File: src/rtl/dma_ap_pkg.sv
package dma_ap_pkg;
  localparam int unsigned REG_W  = 16;
  localparam int unsigned BYTE_W = 8;
  localparam int unsigned PKT_W  = 5;
  localparam int unsigned OFS_W  = 10;
  localparam int unsigned EXT_W  = 20;
  localparam int unsigned LOC_W  = PKT_W + OFS_W;

  typedef struct packed {
    logic             is_int;
    logic [PKT_W-1:0] pkt;
    logic [OFS_W-1:0] ofs;
  } chan_addr_t;

  // internal: offset wraps inside packet; external: 15-bit wrap, bit 15 kept
  function automatic chan_addr_t next_addr(chan_addr_t a);
    chan_addr_t n;
    n = a;
    if (a.is_int) n.ofs = a.ofs + 1'b1;
    else          {n.pkt, n.ofs} = {a.pkt, a.ofs} + 1'b1;
    return n;
  endfunction
endpackage

File: src/rtl/dma_ap_byte_ptr.sv
module dma_ap_byte_ptr (
  input  logic clk_i,
  input  logic rst_ni,
  input  logic clr_i,
  input  logic access_i,
  output logic hi_o
);
  always_ff @(posedge clk_i or negedge rst_ni) begin
    if (!rst_ni)       hi_o <= 1'b0;
    else if (clr_i)    hi_o <= 1'b0;
    else if (access_i) hi_o <= ~hi_o;
  end
endmodule

File: src/rtl/dma_ap_chan.sv
module dma_ap_chan
  import dma_ap_pkg::*;
#(
  parameter int unsigned IDX_W = 10
) (
  input  logic              clk_i,
  input  logic              rst_ni,
  input  logic              wr_addr_i,
  input  logic              wr_cnt_i,
  input  logic              hi_i,
  input  logic [BYTE_W-1:0] wdata_i,
  input  logic              step_i,
  input  logic [IDX_W-1:0]  last_idx_i,
  output chan_addr_t        addr_o,
  output logic [REG_W-1:0]  cnt_o,
  output logic              tc_o
);
  logic [REG_W-1:0] addr_q;
  logic [REG_W-1:0] cnt_q;
  logic [IDX_W-1:0] idx_q;
  logic             tc_q;

  always_ff @(posedge clk_i or negedge rst_ni) begin
    if (!rst_ni) begin
      addr_q <= '0;
    end else if (wr_addr_i) begin
      if (hi_i) addr_q[REG_W-1:BYTE_W] <= wdata_i;
      else      addr_q[BYTE_W-1:0]     <= wdata_i;
    end else if (step_i) begin
      addr_q <= next_addr(addr_q);
    end
  end

  always_ff @(posedge clk_i or negedge rst_ni) begin
    if (!rst_ni) begin
      cnt_q <= '0;
      idx_q <= '0;
      tc_q  <= 1'b0;
    end else if (wr_cnt_i) begin
      if (hi_i) cnt_q[REG_W-1:BYTE_W] <= wdata_i;
      else      cnt_q[BYTE_W-1:0]     <= wdata_i;
      idx_q <= '0;
      tc_q  <= 1'b0;
    end else if (step_i) begin
      cnt_q <= cnt_q - 1'b1;
      idx_q <= idx_q + 1'b1;
      tc_q  <= (cnt_q == '0) || (idx_q == last_idx_i);
    end
  end

  assign addr_o = chan_addr_t'(addr_q);
  assign cnt_o  = cnt_q;
  assign tc_o   = tc_q;
endmodule

File: src/rtl/dma_ap_map.sv
module dma_ap_map
  import dma_ap_pkg::*;
(
  input  logic             clk_i,
  input  logic             rst_ni,
  input  logic             fire_i,
  input  chan_addr_t       addr_i,
  output logic             vld_o,
  output logic             target_int_o,
  output logic [EXT_W-1:0] ext_addr_o,
  output logic [PKT_W-1:0] pkt_num_o,
  output logic [OFS_W:0]   buf_ptr_o
);
  logic [EXT_W-1:0] ext_d;
  logic [PKT_W-1:0] pkt_d;
  logic [OFS_W:0]   ptr_d;

  always_comb begin
    ext_d = '0;
    pkt_d = '0;
    ptr_d = '0;
    if (addr_i.is_int) begin
      pkt_d = addr_i.pkt;
      ptr_d = {1'b0, addr_i.ofs};
    end else begin
      ext_d = {{(EXT_W-LOC_W){1'b0}}, addr_i.pkt, addr_i.ofs};
    end
  end

  always_ff @(posedge clk_i or negedge rst_ni) begin
    if (!rst_ni) begin
      vld_o        <= 1'b0;
      target_int_o <= 1'b0;
      ext_addr_o   <= '0;
      pkt_num_o    <= '0;
      buf_ptr_o    <= '0;
    end else begin
      vld_o <= fire_i;
      if (fire_i) begin
        target_int_o <= addr_i.is_int;
        ext_addr_o   <= ext_d;
        pkt_num_o    <= pkt_d;
        buf_ptr_o    <= ptr_d;
      end
    end
  end
endmodule

File: src/rtl/dma_addr_prog.sv
module dma_addr_prog
  import dma_ap_pkg::*;
#(
  parameter int unsigned NUM_CH    = 2,
  parameter int unsigned XFER_CAP  = 1024,
  parameter int unsigned HDR_BYTES = 8,
  localparam int unsigned CH_W     = (NUM_CH > 1) ? $clog2(NUM_CH) : 1
) (
  input  logic              clk_i,
  input  logic              rst_ni,
  input  logic              host_wr_i,
  input  logic              host_rd_i,
  input  logic [CH_W:0]     host_reg_i,
  input  logic [7:0]        host_wdata_i,
  output logic [7:0]        host_rdata_o,
  input  logic              clr_ptr_i,
  input  logic              hdr_skip_i,
  input  logic              xfer_req_i,
  input  logic [CH_W-1:0]   xfer_ch_i,
  output logic              xfer_vld_o,
  output logic              target_int_o,
  output logic [19:0]       ext_addr_o,
  output logic [4:0]        pkt_num_o,
  output logic [10:0]       buf_ptr_o,
  output logic [NUM_CH-1:0] tc_o
);
  localparam int unsigned IDX_W = $clog2(XFER_CAP);
  localparam logic [IDX_W-1:0] LAST_FULL = IDX_W'(XFER_CAP - 1);
  localparam logic [IDX_W-1:0] LAST_SKIP = IDX_W'(XFER_CAP - HDR_BYTES - 1);

  logic             byte_hi;
  logic             sel_cnt;
  logic [CH_W-1:0]  sel_ch;
  logic [IDX_W-1:0] last_idx;
  chan_addr_t       ch_addr [NUM_CH];
  logic [REG_W-1:0] ch_cnt  [NUM_CH];
  logic [NUM_CH-1:0] step;
  logic [REG_W-1:0] rd_word;

  assign sel_cnt  = host_reg_i[0];
  assign sel_ch   = host_reg_i[CH_W:1];
  assign last_idx = hdr_skip_i ? LAST_SKIP : LAST_FULL;

  dma_ap_byte_ptr u_ptr (
    .clk_i    (clk_i),
    .rst_ni   (rst_ni),
    .clr_i    (clr_ptr_i),
    .access_i (host_wr_i | host_rd_i),
    .hi_o     (byte_hi)
  );

  for (genvar c = 0; c < NUM_CH; c++) begin : g_ch
    logic wr_here;
    assign wr_here = host_wr_i && (sel_ch == CH_W'(c));
    assign step[c] = xfer_req_i && (xfer_ch_i == CH_W'(c)) && !tc_o[c] && !wr_here;

    dma_ap_chan #(.IDX_W(IDX_W)) u_chan (
      .clk_i      (clk_i),
      .rst_ni     (rst_ni),
      .wr_addr_i  (wr_here && !sel_cnt),
      .wr_cnt_i   (wr_here && sel_cnt),
      .hi_i       (byte_hi),
      .wdata_i    (host_wdata_i),
      .step_i     (step[c]),
      .last_idx_i (last_idx),
      .addr_o     (ch_addr[c]),
      .cnt_o      (ch_cnt[c]),
      .tc_o       (tc_o[c])
    );
  end

  assign rd_word      = sel_cnt ? ch_cnt[sel_ch] : REG_W'(ch_addr[sel_ch]);
  assign host_rdata_o = byte_hi ? rd_word[REG_W-1:BYTE_W] : rd_word[BYTE_W-1:0];

  dma_ap_map u_map (
    .clk_i        (clk_i),
    .rst_ni       (rst_ni),
    .fire_i       (|step),
    .addr_i       (ch_addr[xfer_ch_i]),
    .vld_o        (xfer_vld_o),
    .target_int_o (target_int_o),
    .ext_addr_o   (ext_addr_o),
    .pkt_num_o    (pkt_num_o),
    .buf_ptr_o    (buf_ptr_o)
  );
endmodule

File: config.mk
export PLATFORM = sky130hd
export DESIGN_NAME = dma_addr_prog
export DESIGN_NICKNAME = d
export VERILOG_FILES = /design/src/rtl/dma_ap_pkg.sv /design/src/rtl/dma_ap_byte_ptr.sv /design/src/rtl/dma_ap_chan.sv /design/src/rtl/dma_ap_map.sv /design/src/rtl/dma_addr_prog.sv
export SDC_FILE = /design/constraint.sdc
export NUM_CORES = 1
export LEC_CHECK = 0
export BUFFER_PORTS_ARGS = -buffer_cell sky130_fd_sc_hd__buf_2
export CORE_MARGIN = 2
export CORE_UTILIZATION = 30
export DETAILED_ROUTE_END_ITERATION = 16
export GPL_TIMING_DRIVEN = 0
export SYNTH_ARGS = -nofsm -noshare
export SYNTH_HDL_FRONTEND = slang
export SYNTH_SLANG_ARGS = --single-unit
File: constraint.sdc
create_clock -name clk_i -period 2.1 [get_ports clk_i]
set_input_delay 0.21 -clock clk_i [delete_from_list [all_inputs] [get_ports clk_i]]
set_output_delay 0.21 -clock clk_i [all_outputs]
set_load 0.02 [all_outputs]
==> results of run 1 <==
## per-layer routing
| layer | routed length, µm | up-vias | global-route usage |
|---|---|---|---|
| met2 | 10600 | 404 | 0.280 |
| met1 | 11100 | 3402 | 0.268 |
| met3 | 2370 | 77 | 0.0471 |
| met5 | 0 | - | 0 |
| met4 | 1000 | 0 | 0.0825 |
| li1 | - | 3179 | - |
## worst max-delay path: stages (launching register included)
cell     delay [ns]
dfrtp_2        0.46
mux4_2         0.48
mux2_2         0.32
buf_2          0.17
## cell families after synthesis
logic type / count (synthesis)
other cells: 1
buf+inv: 74
fa+ha+maj: 6
simple gates: 280
xor+xnor: 10
compound gates: 213
mux: 82
flops: 119
## cells in the mapped netlist, types with 12 or more instances
cell      count  area, µm²
a21oi_1      65        325
clkbuf_1     25       93.8
dfrtp_1     119       2980
mux2_2       21        236
buf_4        12       90.1
nand2_1      60        225
mux4_2       15        338
mux2i_1      23        230
nand3_1      30        150
nor4_1       15       93.8
mux2_1       22        248
nand4_1      16        100
nor3_1       12       60.1
nor2_1       70        263
buf_2        18       90.1
o21ai_0      45        225
## power by group
group | leakage, nW | switching [W] | internal [W]
logic | 2.14 | 0.00235 | 0.00187
registers | 1.44 | 0.00130 | 0.00316
clock network | 0.244 | 0.00108 | 0.00153
## final cells by class
| class | instances | area [µm²] |
|---|---|---|
| Timing Repair Buffer | 79 | 484 |
| Fill cell | 2542 | 15900 |
| Multi-Input combinational cell | 597 | 4230 |
| Clock inverter | 8 | 51.3 |
| Inverter | 11 | 41.3 |
| Buffer | 57 | 352 |
| Sequential cell | 119 | 3020 |
| Clock buffer | 24 | 462 |
| Tap cell | 330 | 413 |
## per-stage QoR
step	setup WS, ns	utilization	instances	cell area [µm²]
global placement	-0.878	0.332	1176	8280
CTS	0.000830	0.355	1205	8860
detailed placement	-0.115	0.333	1177	8310
floorplan	0.271	-	790	7590
finish	0.0195	0.363	1225	9050
global route	-0.0159	0.363	1225	9050
## what timing repair did
item | CTS | global route
hold buffers | 2 | 0
buffers inserted | 0 | 20
endpoints found under the setup margin | 37 | 15
endpoints found under the hold margin | 29 | 0
resized for setup | 20 | 28
## worst max-delay path by stage
stage,slack (ns),cells after the start,endpoint,start
floorplan,0.27,6,g_ch[1].u_chan.cnt_o[14]$_DFFE_PN0P_,g_ch[1].u_chan.cnt_o[0]$_DFFE_PN0P_
global placement,-0.88,1,g_ch[0].u_chan.idx_q[7]$_DFFE_PN0P_,rst_ni
detailed placement,-0.12,5,u_map.pkt_num_o[0]$_DFFE_PN0P_,g_ch[1].u_chan.tc_o$_DFFE_PN0P_
CTS,0.0008,3,host_rdata_o[0],g_ch[1].u_chan.addr_o[8]$_DFFE_PN0P_
global route,-0.02,6,g_ch[0].u_chan.tc_o$_DFFE_PN0P_,g_ch[0].u_chan.cnt_o[0]$_DFFE_PN0P_
finish,0.02,3,host_rdata_o[5],g_ch[0].u_chan.addr_o[13]$_DFFE_PN0P_
## cells in the final DEF (no fill, tap or decap), types with 7 or more instances in the layout
master,synthesis,layout
nor3_1,12,12
and4_1,8,8
o31ai_1,11,11
or4_1,7,7
o22a_1,8,8
buf_4,12,34
mux2i_1,23,23
nor2_1,70,69
clkbuf_1,25,24
a21oi_1,65,64
mux2_2,21,19
nand3_1,30,30
mux4_2,15,16
inv_1,10,10
dfrtp_2,0,32
o21ai_0,45,45
and3_1,11,11
or3_1,7,7
clkbuf_16,0,17
nand2_1,60,60
nand4_1,16,16
mux2_1,22,22
buf_2,18,70
a31oi_1,8,8
dfrtp_1,119,87
o2bb2ai_1,7,7
buf_6,6,8
nor4_1,15,15
## sequential cells by signal, indices dropped and copies added, names as in the netlist
signal / flops
u_map.ext_addr_o: 15
u_map.pkt_num_o: 5
u_map.target_int_o: 1
u_ptr.hi_o: 1
g_ch.u_chan.addr_o: 32
g_ch.u_chan.idx_q: 20
g_ch.u_chan.cnt_o: 32
g_ch.u_chan.tc_o: 2
u_map.vld_o: 1
u_map.buf_ptr_o: 10
==> metrics, run 1 <==
outcome complete, no violations; Routed WL about 25 mm; Max-Cap Viols 0; CTS root buffer clkbuf_16; final net count about 900; io pins 66; Post-synth EDFFs 0; drt wl/cell around 20 µm; Hold Path Class in2reg; r2r endpoint g_ch[1].u_chan.cnt_o[14]$_DFFE_PN0P_; Hold Crit Depth 4; first-pass GRT wire length a little under 40 mm; vias per cell 5.76; Power Dens Cells roughly 1200 nW/µm²; insertion delay to the later sink of the worst-skew pair around 0.43 ns; initial antenna violation count 0; ys async rst share 1.00; CTS tree built; Hold Path Origin host_rd_i; worst slew pin tran 0.778 ns; Synth Area in Simple Gates 0.201; share of cells above drive strength 1 0.267; clk buf depth 2; crit-path max FO 4; Syn-to-layout area delta 19.7%; global-route usage over all layers 0.191; Final Cycle Share 0.991; LEAKAGE 3.82 nW; main combinational cell family by area after synthesis simple AND/OR/NAND/NOR gates; r2r setup slk around 0.11 ns; Finish-stage setup viols 0; RSZ-0062 raised after global routing yes; worst setup path category reg2out; Iter 0 DRT Violations between 800 and 900; Ys Warns 0; area of the die 26500 µm²; post-synthesis cell count about 790; H-tree depth 4; Initial Utilization 0.303; FF-to-FF path depth 6; Fin. Hold Viols 0; FMAX approximately 480 MHz; Startpoint Class flop; Post-Synth Adder-Cell Area 0.00992; gpl congestion around 0.9; Die H 163 µm; register area share after synthesis 0.394; Mapped Avg Cell Area 9.64 µm²; die width between 150 and 200 µm; I/O Buffers 56; Synth Cell Area between 7000 and 8000 µm²; post-detail-place hpwl between 15 and 20 mm; # DRC 0; drt pass-1 iters 5; num rows between 50 and 60; remaining global-route overflow 0; vias in the first global route about 6500; Clock Sinks 119; Worst EP arrival about 1.9 ns; Max transition margin 0.481; clk_skew between 0.01 and 0.015 ns; number of buffers created by CTS 17; largest net degree at the start of global routing a little over 90; synth unique cells 86; hold worst-path end u_ptr.hi_o$_DFFE_PN0P_; post-synthesis xor/xnor area fraction 0.0116; number of synthesized register bits around 120; Pwr Total about 0.011 W; Critical Path RT ~1.9 ns; hold slack final roughly 0.12 ns; min Tclk post-route ~2.1 ns; ant diodes 0; reg-to-reg startpoint g_ch[1].u_chan.cnt_o[0]$_DFFE_PN0P_; endpoint type of the worst setup path output port; Synth Area in Compound Gates 0.188; core area roughly 25000 µm²; fin. max-slew vios 0; Primary FF master, synth dfrtp_1; antenna-violating nets left 0; CTS clock-pin slew for the worst setup and hold paths roughly 0.06 ns; post-synthesis mux area share 0.143; Fin Setup TNS 0 ns; Worst VDD drop slightly below 600 µV; Via Count around 7100
Power figures use the tool's default switching activity.
==> run 2, diff against run 1 <==
Settings changed: RECOVER_POWER set to 50, SYNTH_HIERARCHICAL set to 1.
==> run 2 against run 1 <==
  * Final area up 1.4%
  * Non-clock buffer count down 21
  * Via count down 4.8%
  * Sequential power down 13%
  * Final cell count up 3.9%
  * Hold slack better by 0.022 ns
  * Utilization up 0.19 points
  * Count of clock-buffer cells in the layout down 4
  * Critical path depth up 1
  * Sequential share of layout area down 0.79 points
  * Combinational power down 26%
  * Largest power group unchanged
==> metrics, run 2 <==
H-tree depth 4 (unchanged); Critical Path RT 1.89 ns (about the same); first-pass GRT wire length 35.4 mm (-8.4%); Finished Core Util 0.365 (+0.00188); initial antenna violation count 0 (unchanged); final worst slack 0.0609 ns (+0.0415 ns); vias in the first global route 6312 (-3.4%); number of buffers created by CTS 17 (unchanged); Yosys top cell by area dfrtp_1; Finish-stage setup viols 0 (unchanged); Syn-to-layout area delta 19.1%; Synth area leaders dfrtp_1 (39%), mux2i_1 (5.2%), xnor2_1 (4.4%); Ys Warns 6 (+6); register area share after synthesis 0.386 (-0.00734); top post-synthesis cells by count dfrtp_1 (119), nand2_1 (79), nor2_1 (61); cell count after placement 1233 (+4.8%); worst slew pin tran 1.30 ns (+0.518 ns); drt pass-1 iters 5 (unchanged); gpl congestion 0.910 (-0.71%); Post-Synth Adder-Cell Area 0.00974 (-0.000185); area of the die 27000 µm² (+1.9%); Die H 164 µm (+0.92%); CTS clock-pin slew for the worst setup and hold paths 0.06 ns (about the same); post-synthesis mux area share 0.134 (-0.00883); Post-synth EDFFs 0 (unchanged); synth unique cells 58 (-33%); LEAKAGE 3.80 nW (-0.72%); die width 164 µm (+0.92%); endpoint type of the worst setup path output port; top-area cell type share of the netlist area 0.386 (-0.00734); Max transition margin 0.136 (-0.346); remaining global-route overflow 0 (unchanged); CTS root buffer clkbuf_16; worst setup path category reg2out; Routed WL 22.7 mm (-9.8%); Power Dens Cells 1060 nW/µm² (-15%); FMAX 490 MHz (+2.0%); largest net degree at the start of global routing 73 (-21%); Hold Path Class in2reg; min Tclk post-route 2.04 ns (-0.0415 ns); Final Cycle Share 0.971 (-0.0197); antenna-violating nets left 0 (unchanged); vias per cell 5.28 (-8.4%); I/O Buffers 57 (+1.8%); outcome complete, no violations; ant diodes 0 (unchanged); Via Count 6721 (-4.8%); clk_skew 0.00868 ns (-0.00326 ns); number of synthesized register bits 119 (unchanged); crit-path max FO 8 (+4); Synth Cell Area 7710 µm² (+1.9%); Worst EP arrival 1.83 ns (-0.04 ns); Max-Cap Viols 0 (unchanged); most frequent cells in the layout dfrtp_1 (111), nand2_1 (79), nor2_1 (58); hold slack final 0.137 ns (+0.0218 ns); ys async rst share 1.00 (unchanged); main combinational cell family by area after synthesis simple AND/OR/NAND/NOR gates; # DRC 0 (unchanged); Primary FF master, synth dfrtp_1; post-detail-place hpwl 16.1 mm (-8.3%); share of cells above drive strength 1 0.180 (-0.0868); Mapped Avg Cell Area 9.37 µm² (-2.8%); Final Non-Filler Cells 1273 (+3.9%); Initial Utilization 0.306 (+0.00309); Synth Area in Simple Gates 0.216 (+0.0149); post-synthesis cell count 823 (+4.8%); fin. max-slew vios 0 (unchanged); global-route usage over all layers 0.170 (-0.0210); io pins 66 (unchanged); Startpoint Class flop; count leader, synth dfrtp_1; CTS tree built; commonest non-fill, non-tap cell in the layout dfrtp_1; Place WS -0.390 ns (-0.275 ns); insertion delay to the later sink of the worst-skew pair 0.42 ns (about the same); num rows 58 (unchanged); Synth Area in Compound Gates 0.122 (-0.0666); final net count 954 (+5.3%); Fin. Hold Viols 0 (unchanged); Worst VDD drop 407 µV (-30%); Iter 0 DRT Violations 749 (-9.3%); drt wl/cell 17.8 µm (-13%); core area 25200 µm² (+0.87%); post-synthesis xor/xnor area fraction 0.0670 (+0.0554); clk buf depth 2 (unchanged); Clock Sinks 119 (unchanged)
-- run 2: layout make-up --
cell class | count | area (µm²)
multi-input combinational | 629 | 4360
tap | 330 | 413
buffer | 48 | 325
sequential | 119 | 2990
fill | 2509 | 16000
timing repair buffer | 67 | 363
clock buffer | 20 | 447
clock inverter | 12 | 104
inverter | 48 | 180
-- run 2: power breakdown --
| group | switching, W | internal, W | total, W |
|---|---|---|---|
| clock | 0.00111 | 0.00165 | 0.00276 |
| sequential | 0.000992 | 0.00291 | 0.00390 |
| combinational | 0.00177 | 0.00134 | 0.00311 |
| total | 0.00387 | 0.00590 | 0.00977 |
-- run 2: per-layer routing --
metal / part of all wire / vias up / GRT usage / wire length [µm]
met1: 0.45 / 3257 / 0.239 / 10100
met4: 0.025 / 0 / 0.0594 / 556
met2: 0.46 / 249 / 0.260 / 10400
met5: 0 / - / 0 / 0
met3: 0.071 / 41 / 0.0348 / 1610
li1: - / 3174 / - / -
-- run 2: cell families (layout without fill, tap and decap cells) --
family | after synthesis | after routing
flip-flops | 119 | 119
XOR/XNOR | 59 | 59
buffers and inverters | 97 | 195
AO/OA/AOI/OAI | 143 | 143
adder cells (fa/ha/maj) | 6 | 6
AND/OR/NAND/NOR | 320 | 320
other | 2 | 24
multiplexers | 77 | 77
-- run 2: path summary, 6_finish.rpt --
check                      slack [ns]  depth (start not counted)                                    end                                 start
max                              0.06                          4                        host_rdata_o[1]  g_ch[1].u_chan/addr_o[1]$_DFFE_PN0P_
min                              0.14                          4                 u_ptr/hi_o$_DFFE_PN0P_                             host_rd_i
max reg2reg                      0.06                          6  g_ch[0].u_chan/addr_o[14]$_DFFE_PN0P_       g_ch[0].u_chan/tc_o$_DFFE_PN0P_
min reg2reg                      0.51                          2       u_map/ext_addr_o[11]$_DFFE_PN0P_      u_map/ext_addr_o[11]$_DFFE_PN0P_
max in group asynchronous        0.51                          3   g_ch[0].u_chan/addr_o[6]$_DFFE_PN0P_                                rst_ni
min in group asynchronous        0.59                          2    g_ch[1].u_chan/idx_q[8]$_DFFE_PN0P_                                rst_ni
-- run 2: metrics by stage --
step	area, µm²	setup TNS [ns]	total power [W]
6_report	9180	0	0.00977
5_1_grt	9180	-0.00963	0.0104
3_3_place_gp	8490	-117.44	0.00691
4_1_cts	9110	0	0.00977
2_1_floorplan	7800	0	0.00581
3_5_place_dp	8530	-18.47	0.00697
-- run 2: worst max-delay path: stages (launching register included) --
cell and delay, ns:
dfrtp_2 0.47, mux4_1 0.54, nand2_1 0.09, nand2_1 0.11, buf_2 0.18
-- run 2: timing repair --
item,CTS,global route
pin swaps,0,1
setup endpoints to repair,30,41
buffers inserted,0,7
gates resized for setup,8,21
endpoints found under the hold margin,48,0
hold buffers,2,0
